==> src/rtl/phy_scan.sv <==
module phy_scan #(
  parameter int          CLK_HZ     = 50_000_000,
  parameter int          MAX_PASSES = 11,
  parameter logic [4:0]  REG_ID1    = 5'd2,
  parameter logic [4:0]  REG_ID2    = 5'd3
) (
  input  logic        clk,
  input  logic        rst_n,
  input  logic        start,
  output logic        busy,
  output logic        done,
  output logic        found,
  output logic        not_found,
  output logic [4:0]  phy_addr,
  output logic [31:0] phy_id,
  output logic [27:0] phy_model,
  output logic        mdio_req,
  output logic [4:0]  mdio_phy,
  output logic [4:0]  mdio_reg,
  input  logic        mdio_rsp_valid,
  input  logic [15:0] mdio_rsp_data
);

  localparam int WAIT_CYC = (CLK_HZ / 100 > 0) ? CLK_HZ / 100 : 1;
  localparam int TW       = $clog2(WAIT_CYC + 1);
  localparam int PW       = $clog2(MAX_PASSES + 1);

  typedef enum logic [1:0] {S_IDLE, S_ID2, S_ID1, S_WAIT} st_t;

  st_t          st;
  logic [4:0]   addr;
  logic [PW-1:0] pass;
  logic [TW-1:0] tmr;
  logic [15:0]  id_lo;

  assign busy      = (st != S_IDLE);
  assign mdio_req  = (st == S_ID2) || (st == S_ID1);
  assign mdio_phy  = addr;
  assign mdio_reg  = (st == S_ID1) ? REG_ID1 : REG_ID2;
  assign phy_model = phy_id[31:4];

  always_ff @(posedge clk) begin
    if (!rst_n) begin
      st        <= S_IDLE;
      addr      <= '0;
      pass      <= '0;
      tmr       <= '0;
      id_lo     <= '0;
      done      <= 1'b0;
      found     <= 1'b0;
      not_found <= 1'b0;
      phy_addr  <= '0;
      phy_id    <= '0;
    end else begin
      done <= 1'b0;
      case (st)
        S_IDLE: if (start) begin
          st        <= S_ID2;
          addr      <= '0;
          pass      <= PW'(1);
          found     <= 1'b0;
          not_found <= 1'b0;
          phy_addr  <= '0;
          phy_id    <= '0;
        end
        S_ID2: if (mdio_rsp_valid) begin
          if (mdio_rsp_data != 16'hFFFF) begin
            id_lo <= mdio_rsp_data;
            st    <= S_ID1;
          end else if (addr == 5'd31) begin
            if (pass == PW'(MAX_PASSES)) begin
              not_found <= 1'b1;
              done      <= 1'b1;
              st        <= S_IDLE;
            end else begin
              tmr <= '0;
              st  <= S_WAIT;
            end
          end else begin
            addr <= addr + 5'd1;
          end
        end
        S_ID1: if (mdio_rsp_valid) begin
          phy_id   <= {mdio_rsp_data, id_lo};
          phy_addr <= addr;
          found    <= 1'b1;
          done     <= 1'b1;
          st       <= S_IDLE;
        end
        S_WAIT: begin
          if (tmr == TW'(WAIT_CYC - 1)) begin
            addr <= '0;
            pass <= pass + PW'(1);
            st   <= S_ID2;
          end else begin
            tmr <= tmr + TW'(1);
          end
        end
        default: st <= S_IDLE;
      endcase
    end
  end

  p_first_req_r2: assert property (@(posedge clk) disable iff (!rst_n)
    $rose(busy) |-> (mdio_req && mdio_phy == 5'd0 && mdio_reg == REG_ID2));

  p_req_hold_r3: assert property (@(posedge clk) disable iff (!rst_n)
    (mdio_req && !mdio_rsp_valid) |=> (mdio_req && $stable(mdio_phy) && $stable(mdio_reg)));

  p_found_idle_r5: assert property (@(posedge clk) disable iff (!rst_n)
    found |-> (!busy && !not_found));

  p_pass_limit_r7: assert property (@(posedge clk) disable iff (!rst_n)
    pass <= PW'(MAX_PASSES));

  p_done_pulse_r11: assert property (@(posedge clk) disable iff (!rst_n)
    done |=> !done);

  p_done_result_r11: assert property (@(posedge clk) disable iff (!rst_n)
    $rose(done) |-> (found != not_found) && !busy);

endmodule

==> config.mk <==
export PLATFORM = sky130hd
export DESIGN_NAME = phy_scan
export DESIGN_NICKNAME = d
export VERILOG_FILES = /design/src/rtl/phy_scan.sv
export SDC_FILE = /design/constraint.sdc
export NUM_CORES = 1
export LEC_CHECK = 0
export BUFFER_PORTS_ARGS = -buffer_cell sky130_fd_sc_hd__buf_2
export CAP_MARGIN = 20
export CORE_MARGIN = 1.5
export CORE_UTILIZATION = 26
export DETAILED_ROUTE_END_ITERATION = 16
export SYNTH_ARGS = -nofsm -noshare
export SYNTH_HDL_FRONTEND = slang
export SYNTH_SLANG_ARGS = --single-unit
==> constraint.sdc <==
create_clock -name clk -period 2.2 [get_ports clk]
set_clock_uncertainty 0.15 [all_clocks]
set_input_delay 0.33 -clock clk [delete_from_list [all_inputs] [get_ports clk]]
set_output_delay 0.33 -clock clk [all_outputs]
set_load 0.02 [all_outputs]
### Yosys cells after proc, flatten, opt, wreduce, memory -nomap -nowiden

Index checks and enable logic that the tools add are counted.

| cells by class | value |
|---|---|
| add/sub/neg operators | 3 |
| eq/ne operators | 18 |
| muxes and demuxes | 43 |
| reductions and logical operators | 15 |

Operator list:

| cell | number |
|---|---|
| 19-bit two-way mux | 5 |
| 32-bit two-way mux | 2 |
| 32-bit case mux with 2 select lines | 1 |
| 19-bit case mux with 2 select lines | 1 |
| 5-bit two-way mux | 6 |
| 19-bit by 1-bit adder with 19-bit output, second input constant | 1 |
| 19-bit equality test, second input constant | 1 |
| 6-bit AND reduction | 3 |
| 16-bit inequality test, second input constant | 1 |
| 2-bit inequality test, second input constant | 8 |
| 5-bit case mux with 3 select lines | 1 |
| 2-bit two-way mux | 7 |
| 1-bit two-way mux | 12 |
| 5-bit case mux with 2 select lines | 1 |
| 2-bit nonzero test | 5 |
| 3-bit AND reduction | 3 |
| 4-bit two-way mux | 2 |
| 2-bit case mux with 4 select lines | 1 |
| 4-bit case mux with 2 select lines | 1 |
| 1-bit case mux with 2 select lines | 3 |
| 5-bit by 1-bit adder with 5-bit output, second input constant | 1 |
| 5-bit equality test, second input constant | 1 |
| 5-bit AND reduction | 1 |
| 4-bit by 1-bit adder with 4-bit output, second input constant | 1 |
| other kinds (8) | 10 |

| storage, ports and cells | value |
|---|---|
| register bits | 86 |
| logic and storage cells | 89 |

### Longest topological paths before layout

| logic depth | value |
|---|---|
| word-level depth | 6 |
| mapped depth | 9 |
| mapped depth without buffers | 8 |

### Worst setup path after synthesis

No wires, ideal clock.

| timing | value |
|---|---|
| path kind | reg-to-reg |
| start | register addr[0] (netlist: mdio_phy[0]) |
| end | register tmr[5] |
| setup time | 119 ps |
| arrival time | 2167 ps |
| required time | 1931 ps |
| path slack | -235 ps |
| cell stages (with the launch flop) | 10 |
| clock period less this slack | 2435 ps |
| path through | dfxtp_1 -> ha_1 -> and3_1 -> ha_1 -> nand2_1 -> nor2_1 -> a21boi_1 -> buf_2 -> nor3_1 -> o221a_2 |

| between the ends | value |
|---|---|
| word-level cells in the longest chain between the ends | 3 |

RTL lines:

| what | RTL line | source |
|---|---|---|
| start: declaration | 31 | `logic [4:0] addr;` |
| start signal: assignment | 80 | `addr <= addr + 5'd1;` |
| 5-bit equality test | 70 | `end else if (addr == 5'd31) begin` |
| 2-bit by 1-bit inequality test with 1-bit output (no source line) | -- |  |
| 6-bit AND reduction (no source line) | -- |  |
| end signal: assignment | 96 | `tmr <= tmr + TW'(1);` |
| end: declaration | 33 | `logic [TW-1:0] tmr;` |

Every way passes these cells.
A chain may end at the register's enable or synchronous reset.

### Final worst setup path

| timing | value |
|---|---|
| start | register tmr[1] |
| end | register addr[2] (netlist: mdio_phy[2]) |

| between the ends | value |
|---|---|
| word-level cells in the longest chain between the ends | 3 |

RTL lines:

| what | RTL line | source |
|---|---|---|
| 19-bit equality test | 91 | `if (tmr == TW'(WAIT_CYC - 1)) begin` |
| 2-bit inequality test (no source line) | -- |  |
| 6-bit AND reduction (no source line) | -- |  |

Every way passes these cells.

==> impl_metrics.csv <==
group,metric,value,unit
status,status,"finished, final reports clean",
setup_path,crit_start,"tmr[1]$_SDFFE_PN0P_",
min_path,min_from,"mdio_rsp_data[10]",
cts,cts_buffer_depth,2,
run,cap_violations,0,
min_path,hold_path_class,"input port to register",
global_route,grt_usage,14.4,%
synth,ys_seq_area_share,42.4,%
floorplan,fp.coreArea,15300,sq um
setup_path,worstSetupEndpointType,"register",
synth,netlist_area,4060,sq um
power,ir_drop,0.363,mV
power,pwr-share-clk,36.0,%
layout,layout_common_cells,"buf_2, dfxtp_1, buf_4",
routing,vias,4057,
sta,hold_ws,0.188,ns
routing,drc,0,
routing,dr.pass1.iters,5,
placement,numPortBuffers,95,
global_route,grt_max_degree,42,
synth,syn-instance-count,490,
layout,final_common_cell,"buf_2",
synth,synth_seq_cells,86,
layout,nFillCells,1565,
floorplan,dieArea,16400,sq um
power,p_sw,1.54,mW
routing,wl,11800,um
power,p_int,3.26,mW
sta,period_needed,2.14,ns
layout,multi_input_area,2050,sq um
layout,drive_above_1_share,35.7,%
power,pwr-share-comb,28.8,%
setup_path,crit_path_max_incr_delay,0.52,ns
sta,finalCritPeriodShare,97.3,%
synth,yosys_warnings,0,
power,swShare,32.1,%
synth,synth_edf_count,0,
global_route,grt_pass1_wl,18900,um
sta,setup_ws,0.0587,ns
sta,hold_viol,0,
global_route,grt_pass1_vias,3671,
cts,cts_tree,"done",
power,power.density,873,nW/um^2
global_route,antenna_found_initial,0,
floorplan,io_pins,100,
sta,final_max_slew_viol_count,0,
setup_path,r2r_slack,0.06,ns
synth,yosysUniqueCellTypes,51,
floorplan,num_rows,45,
placement,pre_cts_ws,-0.0944,ns
setup_path,crit_arrival,2.26,ns
cts,htree_levels,3,
sta,finalSetupViolCount,0,
routing,via_per_inst,4.91,
cts,clk_latency,0.34,ns
routing,dr.first_iter.drc_count,374,
floorplan,start_util,26.6,%
cts,clock_sinks,86,
layout,regArea,1730,sq um
power,seqPwrFrac,35.2,%
layout,nNetsFinal,640,
setup_path,slowest_stage,"or4_1",
global_route,grt-ovfl-total,0,
setup_path,start_kind,"register",
setup_path,r2r_start,"tmr[1]$_SDFFE_PN0P_",
setup_path,cp_max_fo,5,
routing,ant_nets,0,
sta,rsz0062_at_grt,"no",
synth,async_flop_share,0,%
placement,hpwl,8620,um
sta,clock.fmax,467,MHz
setup_path,crit_chain,"ha_2 > and4_4 > buf_4 > and4_1 > a21oi_2 > or4_1 > a31oi_1",
synth,syn_avg_cell_area,8.29,sq um
layout,syn_to_final_growth,35.3,%
cts,cts.clk_slew.worst_paths,0.06,ns
layout,diodes,0,
synth,yosys_most_used_dff,"dfxtp_1",
setup_path,worstSetupPathType,"register to register",
placement,gp_congestion,0.852,
floorplan,die-width,128,um
setup_path,worstPathRequired,2.32,ns
cts,cts_inserted_buffers,9,
routing,wl_per_cell,14.2,um
cts,cts_root_buf,"clkbuf_16",
floorplan,fp.dieH,128,um
power,power.leakage,2.28,nW
## power by group through the flow
stage / registers [mW] / logic, mW / clock network (mW)
2_1_floorplan: 1.73 / 0.755 / 0
3_3_place_gp: 1.72 / 1.33 / 0
3_5_place_dp: 1.72 / 1.35 / 0
4_1_cts: 1.69 / 1.36 / 1.76
5_1_grt: 1.70 / 1.51 / 1.82
6_report: 1.69 / 1.38 / 1.73
## area by class of cell
| class | count | share of cell area (%) |
|---|---|---|
| clock buffer | 12 | 4.85 |
| clock inverter | 4 | 1.41 |
| inverter | 6 | 0.410 |
| multi-input combinational | 338 | 37.3 |
| sequential | 86 | 31.4 |
| tap | 211 | 4.80 |
| timing repair buffer | 170 | 19.8 |
## metrics by stage
step | cells | setup TNS [ns] | total power [mW] | utilization (%) | cell area (sq um)
2_1_floorplan | 492 | -0.00181 | 2.48 | - | 4080
3_3_place_gp | 809 | -0.812 | 3.04 | 33.1 | 5060
3_5_place_dp | 809 | -0.925 | 3.08 | 33.1 | 5060
4_1_cts | 825 | 0 | 4.81 | 35.5 | 5420
5_1_grt | 827 | 0 | 5.03 | 36.0 | 5500
6_report | 827 | 0 | 4.80 | 36.0 | 5500
## metal layers
metal / vias up / global-route usage, % / share of wire (%)
met3: 14 / 2.71 / 4.9
met2: 129 / 24.1 / 48
li1: 1977 / - / -
met5: - / 0 / 0
met4: 0 / 5.16 / 1.7
met1: 1937 / 18.6 / 45
## what timing repair did
action,4_1_cts,5_1_grt
resized for setup,6,16
pin swaps,1,5
hold endpoints to repair,0,0
hold buffers,0,0
setup buffers,0,2
endpoints found under the setup margin,8,13
## sequential cells by signal, summed over array words and instances (netlist names)
register and cells:
done 1, found 1, id_lo 16, mdio_phy 5, not_found 1, pass 4, phy_addr 5, phy_id 32
st 2, tmr 19
## path summary, 6_finish.rpt
| path | endpoint | depth (start not counted) |
|---|---|---|
| worst min-delay path | phy_id[26]$_SDFFE_PN0P_ | 4 |
| worst min register to register | id_lo[0]$_SDFFE_PN0P_ | 2 |
| worst max register to register | mdio_phy[2]$_SDFFE_PN0P_ | 7 |
| worst max-delay path | mdio_phy[2]$_SDFFE_PN0P_ | 7 |
## worst max-delay path, delay by kind of cell, from the launching register on
family                   cells  cell delay, ns
AO/OA/AOI/OAI                2            0.27
adder cells (fa/ha/maj)      1            0.17
buffers and inverters        1            0.12
flip-flops                   1            0.33
AND/OR/NAND/NOR              3            1.01
## cell usage after synthesis, drive strengths merged (2+ instances only)
cell	n	area share, %
o22ai	3	0.46
o31ai	2	0.71
a22oi	37	6.8
o21ai	18	2.2
mux2i	2	0.49
dfxtp	86	42
nand2b	6	0.92
nor2	48	4.4
nand3	18	2.2
ha	9	2.8
buf	40	6.8
conb	2	0.18
nor4	3	0.62
nand2	68	6.3
a31oi	7	1.1
a21oi	35	4.3
and2	2	0.31
a311oi	3	0.65
nor2b	2	0.31
or3	2	0.31
and4	6	1.3
nor3	8	0.99
and3	5	0.80
or4	7	1.3
o221a	8	2.2
a21o	2	0.37
clkbuf	22	2.0
nand3b	2	0.37
nand4	12	1.8
o221ai	2	0.43
nor3b	3	0.55
inv	5	0.46
nand4b	2	0.43
## kinds of logic after synthesis
group / synth area share [%]
and+or+nand+nor: 24.1
buffers and inverters: 9.36
adders and majority gates: 2.77
DFF: 42.4
AOI/OAI and AO/OA: 20.7
other: 0.185
muxes: 0.493
Note: power is estimated with default switching activity, not from simulation.
